<file path="src/rtl/seuTestPkg.sv">
package seuTestPkg;

  typedef enum logic [1:0] {
    CMD_ACCESS    = 2'd0,
    CMD_REFRESH   = 2'd1,
    CMD_PRECHARGE = 2'd2,
    CMD_MODELOAD  = 2'd3
  } memCmd_e;

  localparam logic [2:0] MODE_HOLD_REFRESH = 3'd0;
  localparam logic [2:0] MODE_HOLD_READ    = 3'd1;
  localparam logic [2:0] MODE_HOLD_WRITE   = 3'd2;
  localparam logic [2:0] MODE_CHECK_ONLY   = 3'd3;
  localparam logic [2:0] MODE_PRE_LOAD     = 3'd4;
  localparam logic [2:0] MODE_REWRITE      = 3'd5;

  typedef enum logic [2:0] {
    ST_IDLE,
    ST_FILL,
    ST_HOLD,
    ST_PRECHG,
    ST_MODELD,
    ST_REWRITE,
    ST_READ,
    ST_DRAIN
  } seqState_e;

  // strobes from control to datapath
  typedef struct packed {
    logic clearRun;
    logic loadPat;
    logic cmpIssue;
    logic cmpLast;
  } seqStrobe_t;

endpackage

</file>
<file path="src/rtl/seuBitCount.sv">
module seuBitCount #(
  parameter int W = 16,
  localparam int CW = $clog2(W + 1)
) (
  input  logic [W-1:0]  vec,
  output logic [CW-1:0] count
);

  always_comb begin
    count = '0;
    for (int i = 0; i < W; i++) begin
      count = count + CW'(vec[i]);
    end
  end

endmodule

</file>
<file path="src/rtl/seuTestCtrl.sv">
module seuTestCtrl
  import seuTestPkg::*;
#(
  parameter int ADDR_W = 4
) (
  input  logic              clk,
  input  logic              rstN,
  input  logic              start,
  input  logic [2:0]        mode,
  input  logic              proceed,
  output logic              memReq,
  output logic              memWe,
  output logic [1:0]        memCmd,
  output logic [ADDR_W-1:0] memAddr,
  output logic              busy,
  output seqStrobe_t        strobe
);

  localparam logic [ADDR_W-1:0] LAST_ADDR = '1;

  seqState_e         state, stateNext;
  logic [2:0]        modeReg;
  logic [ADDR_W-1:0] addrCnt, addrNext;
  logic              lastAddr;
  memCmd_e           cmdSel;

  assign lastAddr = (addrCnt == LAST_ADDR);

  always_comb begin
    stateNext = state;
    addrNext  = addrCnt;
    strobe    = '0;
    unique case (state)
      ST_IDLE: begin
        if (start) begin
          strobe.clearRun = 1'b1;
          strobe.loadPat  = 1'b1;
          addrNext        = '0;
          unique case (mode)
            MODE_HOLD_REFRESH,
            MODE_HOLD_READ,
            MODE_HOLD_WRITE:  stateNext = ST_FILL;
            MODE_PRE_LOAD:    stateNext = ST_PRECHG;
            MODE_REWRITE:     stateNext = ST_REWRITE;
            default:          stateNext = ST_READ;
          endcase
        end
      end
      ST_FILL: begin
        addrNext = addrCnt + 1'b1;
        if (lastAddr) stateNext = ST_HOLD;
      end
      ST_HOLD: begin
        if (modeReg != MODE_HOLD_REFRESH) addrNext = addrCnt + 1'b1;
        if (proceed) begin
          stateNext = ST_READ;
          addrNext  = '0;
        end
      end
      ST_PRECHG: stateNext = ST_MODELD;
      ST_MODELD: begin
        stateNext = ST_READ;
        addrNext  = '0;
      end
      ST_REWRITE: begin
        addrNext = addrCnt + 1'b1;
        if (lastAddr) stateNext = ST_READ;
      end
      ST_READ: begin
        strobe.cmpIssue = 1'b1;
        addrNext        = addrCnt + 1'b1;
        if (lastAddr) begin
          strobe.cmpLast = 1'b1;
          stateNext      = ST_DRAIN;
        end
      end
      ST_DRAIN: stateNext = ST_IDLE;
      default:  stateNext = ST_IDLE;
    endcase
  end

  always_ff @(posedge clk) begin
    if (!rstN) begin
      state   <= ST_IDLE;
      addrCnt <= '0;
      modeReg <= '0;
    end else begin
      state   <= stateNext;
      addrCnt <= addrNext;
      if (state == ST_IDLE && start) modeReg <= mode;
    end
  end

  always_comb begin
    cmdSel = CMD_ACCESS;
    if (state == ST_HOLD && modeReg == MODE_HOLD_REFRESH) cmdSel = CMD_REFRESH;
    else if (state == ST_PRECHG) cmdSel = CMD_PRECHARGE;
    else if (state == ST_MODELD) cmdSel = CMD_MODELOAD;
  end

  assign memReq  = (state inside {ST_FILL, ST_HOLD, ST_PRECHG, ST_MODELD,
                                  ST_REWRITE, ST_READ});
  assign memWe   = (state == ST_FILL) || (state == ST_REWRITE) ||
                   (state == ST_HOLD && modeReg == MODE_HOLD_WRITE);
  assign memCmd  = cmdSel;
  assign memAddr = addrCnt;
  assign busy    = (state != ST_IDLE);

endmodule

</file>
<file path="src/rtl/seuTestDp.sv">
module seuTestDp
  import seuTestPkg::*;
#(
  parameter int ADDR_W = 4,
  parameter int DATA_W = 16,
  parameter int CNT_W  = 16
) (
  input  logic              clk,
  input  logic              rstN,
  input  seqStrobe_t        strobe,
  input  logic [7:0]        pattern,
  input  logic [ADDR_W-1:0] issueAddr,
  input  logic [DATA_W-1:0] memRdata,
  output logic [DATA_W-1:0] memWdata,
  output logic              errValid,
  output logic [ADDR_W-1:0] errAddr,
  output logic [DATA_W-1:0] errBits,
  output logic [CNT_W-1:0]  errTotal,
  output logic              done
);

  localparam int LANES = DATA_W / 8;
  localparam int PC_W  = $clog2(DATA_W + 1);

  logic [7:0]        patReg;
  logic [DATA_W-1:0] expWord;
  logic              pendValid, pendLast;
  logic [ADDR_W-1:0] pendAddr;
  logic [DATA_W-1:0] diffWord;
  logic [PC_W-1:0]   diffCount;
  logic [CNT_W:0]    sumWide;
  logic [CNT_W-1:0]  sumSat;

  for (genvar lane = 0; lane < LANES; lane++) begin : g_lane
    assign expWord[lane*8 +: 8] = patReg;
  end

  assign memWdata = expWord;
  assign diffWord = memRdata ^ expWord;

  seuBitCount #(.W(DATA_W)) bitCount_i (
    .vec   (diffWord),
    .count (diffCount)
  );

  assign sumWide = {1'b0, errTotal} + (CNT_W + 1)'(diffCount);
  assign sumSat  = sumWide[CNT_W] ? {CNT_W{1'b1}} : sumWide[CNT_W-1:0];

  always_ff @(posedge clk) begin
    if (!rstN) begin
      patReg    <= '0;
      pendValid <= 1'b0;
      pendLast  <= 1'b0;
      pendAddr  <= '0;
      errValid  <= 1'b0;
      errAddr   <= '0;
      errBits   <= '0;
      errTotal  <= '0;
      done      <= 1'b0;
    end else begin
      if (strobe.loadPat) patReg <= pattern;
      pendValid <= strobe.cmpIssue;
      pendLast  <= strobe.cmpLast;
      pendAddr  <= issueAddr;
      errValid  <= pendValid && (diffWord != '0);
      done      <= pendValid && pendLast;
      if (pendValid && diffWord != '0) begin
        errAddr <= pendAddr;
        errBits <= diffWord;
      end
      if (strobe.clearRun) errTotal <= '0;
      else if (pendValid)  errTotal <= sumSat;
    end
  end

endmodule

</file>
<file path="src/rtl/seuTestSeq.sv">
module seuTestSeq
  import seuTestPkg::*;
#(
  parameter int ADDR_W = 4,
  parameter int DATA_W = 16,
  parameter int CNT_W  = 16
) (
  input  logic              clk,
  input  logic              rstN,
  input  logic              start,
  input  logic [2:0]        mode,
  input  logic [7:0]        pattern,
  input  logic              proceed,
  output logic              memReq,
  output logic              memWe,
  output logic [1:0]        memCmd,
  output logic [ADDR_W-1:0] memAddr,
  output logic [DATA_W-1:0] memWdata,
  input  logic [DATA_W-1:0] memRdata,
  output logic              errValid,
  output logic [ADDR_W-1:0] errAddr,
  output logic [DATA_W-1:0] errBits,
  output logic [CNT_W-1:0]  errTotal,
  output logic              busy,
  output logic              done
);

  seqStrobe_t strobe;

  seuTestCtrl #(.ADDR_W(ADDR_W)) ctrl_i (
    .clk     (clk),
    .rstN    (rstN),
    .start   (start),
    .mode    (mode),
    .proceed (proceed),
    .memReq  (memReq),
    .memWe   (memWe),
    .memCmd  (memCmd),
    .memAddr (memAddr),
    .busy    (busy),
    .strobe  (strobe)
  );

  seuTestDp #(.ADDR_W(ADDR_W), .DATA_W(DATA_W), .CNT_W(CNT_W)) dp_i (
    .clk       (clk),
    .rstN      (rstN),
    .strobe    (strobe),
    .pattern   (pattern),
    .issueAddr (memAddr),
    .memRdata  (memRdata),
    .memWdata  (memWdata),
    .errValid  (errValid),
    .errAddr   (errAddr),
    .errBits   (errBits),
    .errTotal  (errTotal),
    .done      (done)
  );

endmodule

</file>
<file path="config.mk">
export PLATFORM = sky130hd
export DESIGN_NAME = seuTestSeq
export DESIGN_NICKNAME = d
export VERILOG_FILES = /design/src/rtl/seuTestPkg.sv /design/src/rtl/seuBitCount.sv /design/src/rtl/seuTestCtrl.sv /design/src/rtl/seuTestDp.sv /design/src/rtl/seuTestSeq.sv
export SDC_FILE = /design/constraint.sdc
export NUM_CORES = 1
export LEC_CHECK = 0
export BUFFER_PORTS_ARGS = -buffer_cell sky130_fd_sc_hd__buf_4
export CORE_MARGIN = 4
export CORE_UTILIZATION = 45
export DETAILED_ROUTE_END_ITERATION = 10
export PLACE_DENSITY = 0.73
export SYNTH_ARGS = -nofsm -noshare
export SYNTH_HDL_FRONTEND = slang
export SYNTH_SLANG_ARGS = --single-unit
</file>
<file path="constraint.sdc">
create_clock -name clk -period 4.4 [get_ports clk]
set_input_delay 0.44 -clock clk [delete_from_list [all_inputs] [get_ports clk]]
set_output_delay 0.44 -clock clk [all_outputs]
set_load 0.01 [all_outputs]
</file>
* Word-level counts from Yosys, hierarchy flattened
Cells that the tools add are included.
Word-level totals: bits in registers 62, latch bits 0, bits in writable memories 0, ROM bits 0, input port bits 31, output and inout bits 63, word-level logic and storage cells 90, memories 0
Cells by class: add/sub/neg operators 17, multiply operators 0, divide/modulo/power cells 0, $lt $le $gt $ge 0, equal/unequal tests 19, shifts and indexed selects 0, mux-type cells 19, bitwise logic cells 2, reductions and logical operators 21
Operator list (number):
- 5-bit by 1-bit adder with 5-bit output | 11
- 3-bit case mux with 8 select lines | 1
- 3-bit equality test, second input constant | 6
- 16-bit by 5-bit adder with 17-bit output | 1
- 16-bit two-way mux | 1
- 4-bit case mux with 4 select lines | 1
- 16-bit nonzero test | 1
- 16-bit bitwise XOR | 1
- 3-bit two-way mux | 5
- 3-bit by 2-bit equality test with 1-bit output, second input constant | 4
- 2-bit two-way mux | 6
- 4-bit two-way mux | 3
- 3-bit logical NOT | 3
- 3-bit case mux with 3 select lines | 1
- 3-bit by 1-bit equality test with 1-bit output, second input constant | 2
- 2-bit by 1-bit inequality test with 1-bit output, second input constant | 3
- 3-bit nonzero test | 2
- 6-bit nonzero test | 1
- 3-bit OR reduction | 2
- 4-bit by 1-bit adder with 5-bit output | 1
- 1-bit logical AND | 5
- 5-bit AND reduction | 1
- 3-bit by 1-bit adder with 4-bit output | 1
- 4-bit by 1-bit adder with 4-bit output, second input constant | 1
- other kinds (12) | 14

* Depth between registers and ports, before layout
Gate-level depths: netlist (run 1).
word-level depth 18, gate-level depth with buffers 16, depth with buffers taken out 16

* Modules after synthesis
Synthesis (run 1) repeated with hierarchy kept, for this count alone.
Unflattened totals: cell total of the unflattened synthesis 399, area total of the unflattened synthesis 3642.2 um2
By module, submodules not included:
- seuTestDp | times used 1, cells each 264, area each 2534.9 um2, sequential area each 1041.0 um2
- seuTestCtrl | times used 1, cells each 88, area each 699.4 um2, sequential area each 200.2 um2
- seuBitCount | times used 1, cells each 47, area each 407.9 um2, sequential area each 0.0 um2

* Worst setup path after synthesis (run 1)
Ideal clock, no wire load.
path kind input to register, from in memRdata[4], to reg dp_i.errTotal[8], library setup time 78 ps, arrival time 4479 ps, data required time 4322 ps, path slack -157 ps, cell stages on the path 15, buffers on the path 0, cell sequence xnor2_1 > fa_1 > fa_1 > inv_1 > fa_1 > fa_1 > inv_1 > fa_1 > inv_1 > fa_1 > a211o_1 > a21oi_1 > nor2_1 > and3_1 > nor3_1
On the way: cells in the longest elaborated chain, start to end 15
RTL lines:
- start: declaration | line seuTestSeq.sv:19 | input logic [DATA_W-1:0] memRdata,
- 16-bit bitwise XOR | line seuTestDp.sv:39 | assign diffWord = memRdata ^ expWord;
- 4-bit by 1-bit adder with 5-bit output | line seuBitCount.sv:12 | count = count + CW'(vec[i]);
- 5-bit by 1-bit adder with 5-bit output (11 in a row) | line seuBitCount.sv:12
- 16-bit by 5-bit adder with 17-bit output | line seuTestDp.sv:46 | assign sumWide = {1'b0, errTotal} + (CNT_W + 1)'(diffCount);
- 16-bit two-way mux | line seuTestDp.sv:47 | assign sumSat = sumWide[CNT_W] ? {CNT_W{1'b1}} : sumWide[CNT_W-1:0];
- end signal: assignment | line seuTestDp.sv:72 | else if (pendValid) errTotal <= sumSat;
- end: declaration | line seuTestDp.sv:18 | output logic [CNT_W-1:0] errTotal,
Every way passes these cells. A chain may end at the register's enable or synchronous reset.

* Final worst setup path (run 1)
from reg dp_i.patReg[6], to reg dp_i.errTotal[15]
On the way: cells in the longest elaborated chain, start to end 13
RTL lines:
- start: declaration | line seuTestDp.sv:25 | logic [7:0] patReg;
- start signal: assignment | line seuTestDp.sv:61 | if (strobe.loadPat) patReg <= pattern;
- 16-bit bitwise XOR | line seuTestDp.sv:39
- named net dp_i.bitCount_i.vec[6] | line seuBitCount.sv:5 | input logic [W-1:0] vec,
- 5-bit by 1-bit adder with 5-bit output (10 in a row) | line seuBitCount.sv:12
- 16-bit by 5-bit adder with 17-bit output | line seuTestDp.sv:46
- 16-bit two-way mux | line seuTestDp.sv:47
The timed path passes the listed nets, and every way through them passes these cells.

==> impl_metrics.json, run 1 <==
{
  "synth_sequential_area_ratio_pct": 36.7,
  "initial_antenna_violation_count": 0,
  "grtUsageMet2_pct": 33.2,
  "combinationalPowerShare_pct": 44.8,
  "filler_cell_count": 637,
  "cellPowerDensity_nw_per_um2": 445,
  "seq_power_share_pct": 30.8,
  "synth-compound-area-share_pct": 18.6,
  "finClkSkew_ns": 0.00924,
  "grt_use_total_pct": 19.6,
  "number_of_top_level_pins": 94,
  "switching_share_pct": 35.6,
  "routed_wl_um": 8670,
  "syn_to_final_growth_pct": 35.5,
  "ys.warnings.count": 0,
  "number_of_buffers_on_the_longest_clock_path": 2,
  "synth_cell_type_count": 54,
  "timing.final.hold_violations": 0,
  "dominant_synthesized_flop_cell": "sky130_fd_sc_hd__dfxtp_1",
  "drive_above_1_share_pct": 32.9,
  "timing.critical_path.fanout_max": 7,
  "synth_seq_cells": 62,
  "cts_inserted_buffers": 9,
  "start_util_pct": 46.4,
  "first_global_vias": 2862,
  "synth_simple_gate_area_share_pct": 20.5,
  "global_route.usage.met3_pct": 5.26,
  "critPathLaunchType": "flop",
  "clockPowerShare_pct": 24.4,
  "finish.utilization_pct": 62.8,
  "clock_sink_total": 62,
  "post-route-period-util_pct": 99.5,
  "internal_power_mw": 1.31,
  "route.detailed.wl_per_inst_um": 14.9,
  "drt_iter0_drc": 107,
  "holdCritPathClass": "input pin to flop",
  "rsz0062_at_grt": "yes",
  "dp_hpwl_um": 6390,
  "path_clk_slew_ns": 0.07,
  "synth_top_area_cell": "sky130_fd_sc_hd__dfxtp_1",
  "clock-root-buffer": "sky130_fd_sc_hd__clkbuf_8",
  "postSynthCellCount": 384,
  "synthMostInstantiatedCell": "sky130_fd_sc_hd__dfxtp_1",
  "globalRouteOverflowTotal": 0,
  "synth_top_area_share_pct": 36.7,
  "layout_setup_ws_ns": 0.0238,
  "worstPathRequired_ns": 4.61,
  "cts_tree": "yes",
  "pre_cts_ws_ns": -0.312,
  "top_usage_layer": "met2",
  "vdd_drop_max_uv": 210,
  "drv_slew": 0,
  "synth_area_um2": 3380,
  "use_met1_pct": 24.1,
  "synth-edff-count": 0,
  "htree_num_levels": 3,
  "worst_setup_path_category": "flop to flop",
  "worst_slew_pin_slew_ns": 0.557,
  "synth.area.mux_share_pct": 1.22,
  "post_route_drc": 0,
  "drv.max_cap_violation_count": 0,
  "finalCriticalPeriod_ns": 4.38,
  "synth_xor_area_share_pct": 4.92,
  "ys_async_sr_fraction_pct": 0,
  "synth.net_count": 436,
  "dominant_combinational_cell_family_by_area_after_synthesis": "simple AND/OR/NAND/NOR gates",
  "number_of_placement_rows": 31,
  "seqCellArea_um2": 1260,
  "globalplace.congestion": 0.868,
  "insertedDiodeCount": 0,
  "port_buffers": 93,
  "maxClockFrequency_ghz": 0.229,
  "synthesis.area_per_instance_um2": 8.81,
  "synth-adder-area-share_pct": 10.7,
  "dr.pass1.iters": 4,
  "detail_route.vias_per_cell": 5.27,
  "layoutNonFillerInstCount": 583,
  "die_y_um": 94.7,
  "clk-insertion-delay-late_ns": 0.34,
  "endpoint_kind": "flop",
  "finalNetCount": 531,
  "max_slew_margin_pct": 62.8,
  "grt_pass1_wl_um": 13600,
  "count_of_antenna_violating_nets_left_after_detailed_routing": 0,
  "fin_setup_tns_ns": 0,
  "leakage_nw": 2.08,
  "floorplan.die_area_um2": 8970,
  "synth.top_cells.by_area": "sky130_fd_sc_hd__dfxtp_1 37%, sky130_fd_sc_hd__fa_1 7.1%, sky130_fd_sc_hd__nand2_1 5.9%, sky130_fd_sc_hd__ha_1 3.3%, sky130_fd_sc_hd__a21boi_0 3.1%",
  "maximum_number_of_pins_on_one_net_before_global_route_repair": 60,
  "multiInputGateArea_um2": 2060,
  "reported_net_switching_power_mw": 0.727,
  "outcome": "completed",
  "finalSetupViolCount": 0,
  "core-area_um2": 7290,
  "ys_top_cells_by_count": "62 x sky130_fd_sc_hd__dfxtp_1, 53 x sky130_fd_sc_hd__nand2_1, 25 x sky130_fd_sc_hd__inv_1, 17 x sky130_fd_sc_hd__nand3_1",
  "die_w_um": 94.7,
  "vias_after_detailed_routing": 3072,
  "place.detailed.instances": 568,
  "worst-endpoint-arrival_ns": 4.58
}
==> sequential cells by signal, indices dropped and copies added, names as in the netlist, 3 cells and up <==
name	flops
dp_i.errBits	16
dp_i.errTotal	16
dp_i.patReg	8
ctrl_i.memAddr	4
dp_i.errAddr	4
dp_i.pendAddr	4
ctrl_i.modeReg	3
ctrl_i.state	3
==> power by group through the flow <==
| stage | registers [mW] | clock network (mW) | logic [mW] |
|---|---|---|---|
| after floorplan | 0.631 | 0 | 0.591 |
| after global placement | 0.635 | 0 | 0.831 |
| after detailed placement | 0.637 | 0 | 0.850 |
| after CTS | 0.625 | 0.510 | 0.873 |
| after global routing | 0.634 | 0.540 | 1.04 |
| final | 0.628 | 0.498 | 0.913 |
==> critical path, cell delays in order (launching register included) <==
cell and delay, ns:
sky130_fd_sc_hd__dfxtp_4 0.38, sky130_fd_sc_hd__xor2_4 0.16, sky130_fd_sc_hd__fa_1 0.53, sky130_fd_sc_hd__inv_1 0.05
sky130_fd_sc_hd__fa_1 0.49, sky130_fd_sc_hd__inv_2 0.04, sky130_fd_sc_hd__fa_1 0.51, sky130_fd_sc_hd__fa_1 0.41
sky130_fd_sc_hd__inv_1 0.08, sky130_fd_sc_hd__fa_2 0.20, sky130_fd_sc_hd__inv_2 0.04, sky130_fd_sc_hd__fa_2 0.34
sky130_fd_sc_hd__a211o_1 0.31, sky130_fd_sc_hd__a21oi_4 0.26, sky130_fd_sc_hd__and2_1 0.17, sky130_fd_sc_hd__nand4_1 0.09
sky130_fd_sc_hd__nor3b_2 0.18
==> cell type report <==
class / instances / share of cell area, %
Clock buffer: 11 / 3.09
Clock inverter: 5 / 1.28
Inverter: 25 / 2.05
Multi-Input combinational cell: 269 / 44.9
Sequential cell: 62 / 27.4
Tap cell: 99 / 2.70
Timing Repair Buffer: 112 / 18.6
==> through the flow <==
stage | instance area [um^2] | total power [mW] | hold slack (ns)
detailed placement | 4210 | 1.49 | 0.432
floorplan | 3390 | 1.22 | 0.422
global placement | 4210 | 1.47 | 0.430
finish | 4580 | 2.04 | 0.352
global route | 4580 | 2.22 | 0.334
CTS | 4470 | 2.01 | 0.337
==> cells by family after synthesis <==
| group | Yosys count |
|---|---|
| AO/OA/AOI/OAI | 86 |
| XOR/XNOR | 19 |
| adder cells (fa/ha/maj) | 22 |
| buffers and inverters | 53 |
| flip-flops | 62 |
| multiplexers | 4 |
| AND/OR/NAND/NOR | 138 |
==> placed cells by master, fill, tap and decap left out, types with 5 or more instances in the layout <==
master and count:
sky130_fd_sc_hd__and3_1 8, sky130_fd_sc_hd__a31oi_1 7, sky130_fd_sc_hd__o221a_2 5, sky130_fd_sc_hd__nand4_1 7, sky130_fd_sc_hd__buf_4 109, sky130_fd_sc_hd__nand3_1 17
sky130_fd_sc_hd__xor2_1 7, sky130_fd_sc_hd__a21oi_1 8, sky130_fd_sc_hd__a21boi_0 14, sky130_fd_sc_hd__o21ai_1 12, sky130_fd_sc_hd__o21ai_0 5, sky130_fd_sc_hd__o211a_1 9
sky130_fd_sc_hd__fa_1 10, sky130_fd_sc_hd__inv_1 23, sky130_fd_sc_hd__and2_1 14, sky130_fd_sc_hd__dfxtp_1 58, sky130_fd_sc_hd__clkbuf_8 10, sky130_fd_sc_hd__nor2b_1 7
sky130_fd_sc_hd__nor2_1 11, sky130_fd_sc_hd__nand2_1 53, sky130_fd_sc_hd__ha_1 9
==> worst paths after layout <==
kind	start	end	slack, ns	depth (start not counted)
setup / recovery	dp_i.patReg[6]$_SDFFE_PN0P_	dp_i.errTotal[15]$_SDFFE_PP0P_	0.02	16
hold / removal	pattern[2]	dp_i.patReg[2]$_SDFFE_PN0P_	0.35	3
setup reg to reg	dp_i.patReg[6]$_SDFFE_PN0P_	dp_i.errTotal[15]$_SDFFE_PP0P_	0.02	16
hold reg to reg	dp_i.pendAddr[3]$_SDFF_PN0_	dp_i.errAddr[3]$_SDFFE_PN0P_	0.44	2
==> repair_timing <==
action | 4_1_cts | 5_1_grt
pin swaps | 6 | 12
gates resized for setup | 14 | 20
hold buffers | 0 | 0
endpoints found under the setup margin | 15 | 16
setup buffers | 0 | 2
==> per-layer routing <==
metal | wire (um) | up-vias
li1 | - | 1520
met1 | 3610 | 1445
met2 | 4360 | 93
met3 | 541 | 14
met4 | 152 | 0
met5 | 0 | -
(Power assumes the default switching activity.)
==> run 2, diff against run 1 <==
--- a/config.mk
+++ b/config.mk
@@ -6,10 +6,12 @@
 export NUM_CORES = 1
 export LEC_CHECK = 0
 export BUFFER_PORTS_ARGS = -buffer_cell sky130_fd_sc_hd__buf_4
+export CELL_PAD_IN_SITES_DETAIL_PLACEMENT = 1
+export CELL_PAD_IN_SITES_GLOBAL_PLACEMENT = 2
 export CORE_MARGIN = 4
-export CORE_UTILIZATION = 45
+export CORE_UTILIZATION = 28
 export DETAILED_ROUTE_END_ITERATION = 10
-export PLACE_DENSITY = 0.73
+export PLACE_DENSITY_LB_ADDON = 0.1
 export SYNTH_ARGS = -nofsm -noshare
 export SYNTH_HDL_FRONTEND = slang
 export SYNTH_SLANG_ARGS = --single-unit
==> impl_metrics.json, run 2 (synthesized netlist as in run 1, its figures left out) <==
{
  "clk-insertion-delay-late_ns": 0.33,
  "timing.final.hold_violations": 0,
  "first_global_vias": 3298,
  "clockPowerShare_pct": 29.6,
  "number_of_top_level_pins": 94,
  "power.total_mw": 2.17,
  "rrSetupSlack_ns": -0.002,
  "post-route-period-util_pct": 100,
  "worst_setup_path_category": "flop to flop",
  "rsz0062_at_grt": "yes",
  "vias_after_detailed_routing": 3072,
  "switching_share_pct": 34.4,
  "route.detailed.wl_per_inst_um": 16.5,
  "post_route_drc": 0,
  "floorplan.die_area_um2": 13900,
  "finClkSkew_ns": 0.00596,
  "maximum_number_of_pins_on_one_net_before_global_route_repair": 60,
  "globalplace.congestion": 0.790,
  "layout_setup_ws_ns": -0.00183,
  "internal_power_mw": 1.42,
  "finalCriticalPeriod_ns": 4.40,
  "initial_antenna_violation_count": 0,
  "port_buffers": 93,
  "place.detailed.instances": 615,
  "layoutNonFillerInstCount": 632,
  "detail_route.vias_per_cell": 4.86,
  "worst-r2r-cell-count": 17,
  "mostFrequentLayoutCells": "116 x sky130_fd_sc_hd__buf_4, 58 x sky130_fd_sc_hd__dfxtp_1, 53 x sky130_fd_sc_hd__nand2_1",
  "violations": "setup timing",
  "finalSetupViolCount": 1,
  "clock-root-buffer": "sky130_fd_sc_hd__clkbuf_16",
  "leakage_nw": 2.16,
  "timing.critical_path.fanout_max": 7,
  "path_clk_slew_ns": 0.05,
  "worst-endpoint-arrival_ns": 4.65,
  "worstReg2RegEnd": "dp_i.errTotal[13]$_SDFFE_PP0P_",
  "finalNetCount": 537,
  "cts_inserted_buffers": 9,
  "outcome": "complete, but fails checks",
  "filler_cell_count": 1362,
  "critPathLaunchType": "flop",
  "die_y_um": 118,
  "start_util_pct": 29.1,
  "dr.pass1.iters": 4,
  "number_of_placement_rows": 39,
  "dp_hpwl_um": 7990,
  "cellPowerDensity_nw_per_um2": 456,
  "core-area_um2": 11600,
  "layout.cells.most_common": "sky130_fd_sc_hd__buf_4",
  "maxClockFrequency_ghz": 0.227,
  "drv_slew": 0,
  "holdCritPathClass": "input pin to flop",
  "seq_power_share_pct": 29.0,
  "htree_num_levels": 3,
  "vdd_drop_max_uv": 171,
  "endpoint_kind": "flop",
  "r2r-start": "dp_i.patReg[6]$_SDFFE_PN0P_",
  "finish.utilization_pct": 40.9,
  "count_of_antenna_violating_nets_left_after_detailed_routing": 0,
  "drive_above_1_share_pct": 33.5,
  "worst_slew_pin_slew_ns": 0.726,
  "grt_use_total_pct": 15.5,
  "cts_tree": "yes",
  "timing.hold.worst_path_depth": 3,
  "die_w_um": 118,
  "combinationalPowerShare_pct": 41.4,
  "max_slew_margin_pct": 51.6,
  "worst_hold_path.endpoint": "dp_i.patReg[2]$_SDFFE_PN0P_",
  "globalRouteOverflowTotal": 0,
  "reported_net_switching_power_mw": 0.745,
  "drv.max_cap_violation_count": 0,
  "min_from": "pattern[2]",
  "clock_sink_total": 62,
  "number_of_buffers_on_the_longest_clock_path": 2,
  "routed_wl_um": 10400,
  "syn_to_final_growth_pct": 40.6,
  "insertedDiodeCount": 0,
  "grt_pass1_wl_um": 17400,
  "drt_iter0_drc": 105,
  "reg_top3": "dp_i.errBits: 16 flops, dp_i.errTotal: 16 flops, dp_i.patReg: 8 flops",
  "worstPathRequired_ns": 4.65,
  "finalHoldWorstSlack_ns": 0.373
}
run 2: cell types whose count changed in the layout (fill, tap and decap cells not counted), moves of 2 or more:
cell | before | now
sky130_fd_sc_hd__clkinvlp_4 | 2 | 0
sky130_fd_sc_hd__buf_4 | 109 | 116
sky130_fd_sc_hd__and2_1 | 14 | 12
sky130_fd_sc_hd__buf_6 | 3 | 1
sky130_fd_sc_hd__clkbuf_8 | 10 | 2
sky130_fd_sc_hd__clkbuf_16 | 0 | 9
sky130_fd_sc_hd__clkbuf_1 | 1 | 3
sky130_fd_sc_hd__and2_4 | 0 | 2
run 2: cell type report:
class / count / area, um^2 / share of cell area [%]
Sequential cell: 62 / 1260 / 26.4
Clock inverter: 1 / 5.00 / 0.105
Multi-Input combinational cell: 269 / 2050 / 43.2
Timing Repair Buffer: 118 / 902 / 19.0
Clock buffer: 14 / 264 / 5.55
Inverter: 25 / 93.8 / 1.97
Tap cell: 143 / 179 / 3.76
run 2: metrics by stage:
stage	setup slack [ns]	setup TNS (ns)	area (um^2)
after floorplan	0.00957	0	3390
final	-0.00183	-0.00183	4750
after CTS	-0.0542	-0.193	4670
after global routing	-0.169	-1.27	4750
after global placement	-0.311	-4.04	4290
after detailed placement	-0.470	-5.47	4290
run 2: repair_timing:
item | 4_1_cts | 5_1_grt
hold buffers | 0 | 0
gates resized for setup | 21 | 13
buffers inserted | 2 | 2
setup endpoints to repair | 16 | 16
pin swaps | 9 | 9
endpoints found under the hold margin | 0 | 0
run 2: worst max-delay path by stage:
| stage | start | end | depth (start not counted) |
|---|---|---|---|
| 6_report | dp_i.patReg[6]$_SDFFE_PN0P_ | dp_i.errTotal[13]$_SDFFE_PP0P_ | 17 |
| 5_1_grt | dp_i.patReg[2]$_SDFFE_PN0P_ | dp_i.errTotal[13]$_SDFFE_PP0P_ | 17 |
| 4_1_cts | dp_i.patReg[6]$_SDFFE_PN0P_ | dp_i.errTotal[15]$_SDFFE_PP0P_ | 16 |
| 3_5_place_dp | memRdata[2] | dp_i.errTotal[3]$_SDFFE_PP0P_ | 16 |
| 3_3_place_gp | memRdata[2] | dp_i.errTotal[2]$_SDFFE_PP0P_ | 16 |
| 2_1_floorplan | memRdata[4] | dp_i.errTotal[2]$_SDFFE_PP0P_ | 14 |
run 2: layer usage:
layer  vias up  global-route usage (%)  share of wire (%)
met1      1466                    19.1                 46
met5         -                       0                  0
met3        11                    3.89                4.1
li1       1525                       -                  -
met4         0                    5.71                1.6
met2        70                    26.2                 49
run 2: worst max-delay path, cell delays in order (launching register included):
cell and delay, ns:
sky130_fd_sc_hd__dfxtp_4 0.37, sky130_fd_sc_hd__buf_4 0.16, sky130_fd_sc_hd__xnor2_4 0.14, sky130_fd_sc_hd__fa_1 0.49, sky130_fd_sc_hd__inv_1 0.05, sky130_fd_sc_hd__fa_1 0.49
sky130_fd_sc_hd__fa_1 0.43, sky130_fd_sc_hd__fa_1 0.49, sky130_fd_sc_hd__inv_1 0.05, sky130_fd_sc_hd__fa_2 0.34, sky130_fd_sc_hd__inv_2 0.06, sky130_fd_sc_hd__fa_2 0.19
sky130_fd_sc_hd__a211o_1 0.19, sky130_fd_sc_hd__a21oi_4 0.07, sky130_fd_sc_hd__buf_12 0.14, sky130_fd_sc_hd__or2_2 0.30, sky130_fd_sc_hd__and2_4 0.16, sky130_fd_sc_hd__a211oi_2 0.18
run 2: power groups by stage:
stage               Sequential [mW]  Combinational [mW]  Clock [mW]
floorplan                     0.631               0.591           0
CTS                           0.628               0.914       0.667
global route                  0.634                1.03       0.694
finish                        0.628               0.897       0.642
global placement              0.636               0.858           0
detailed placement            0.637               0.883           0
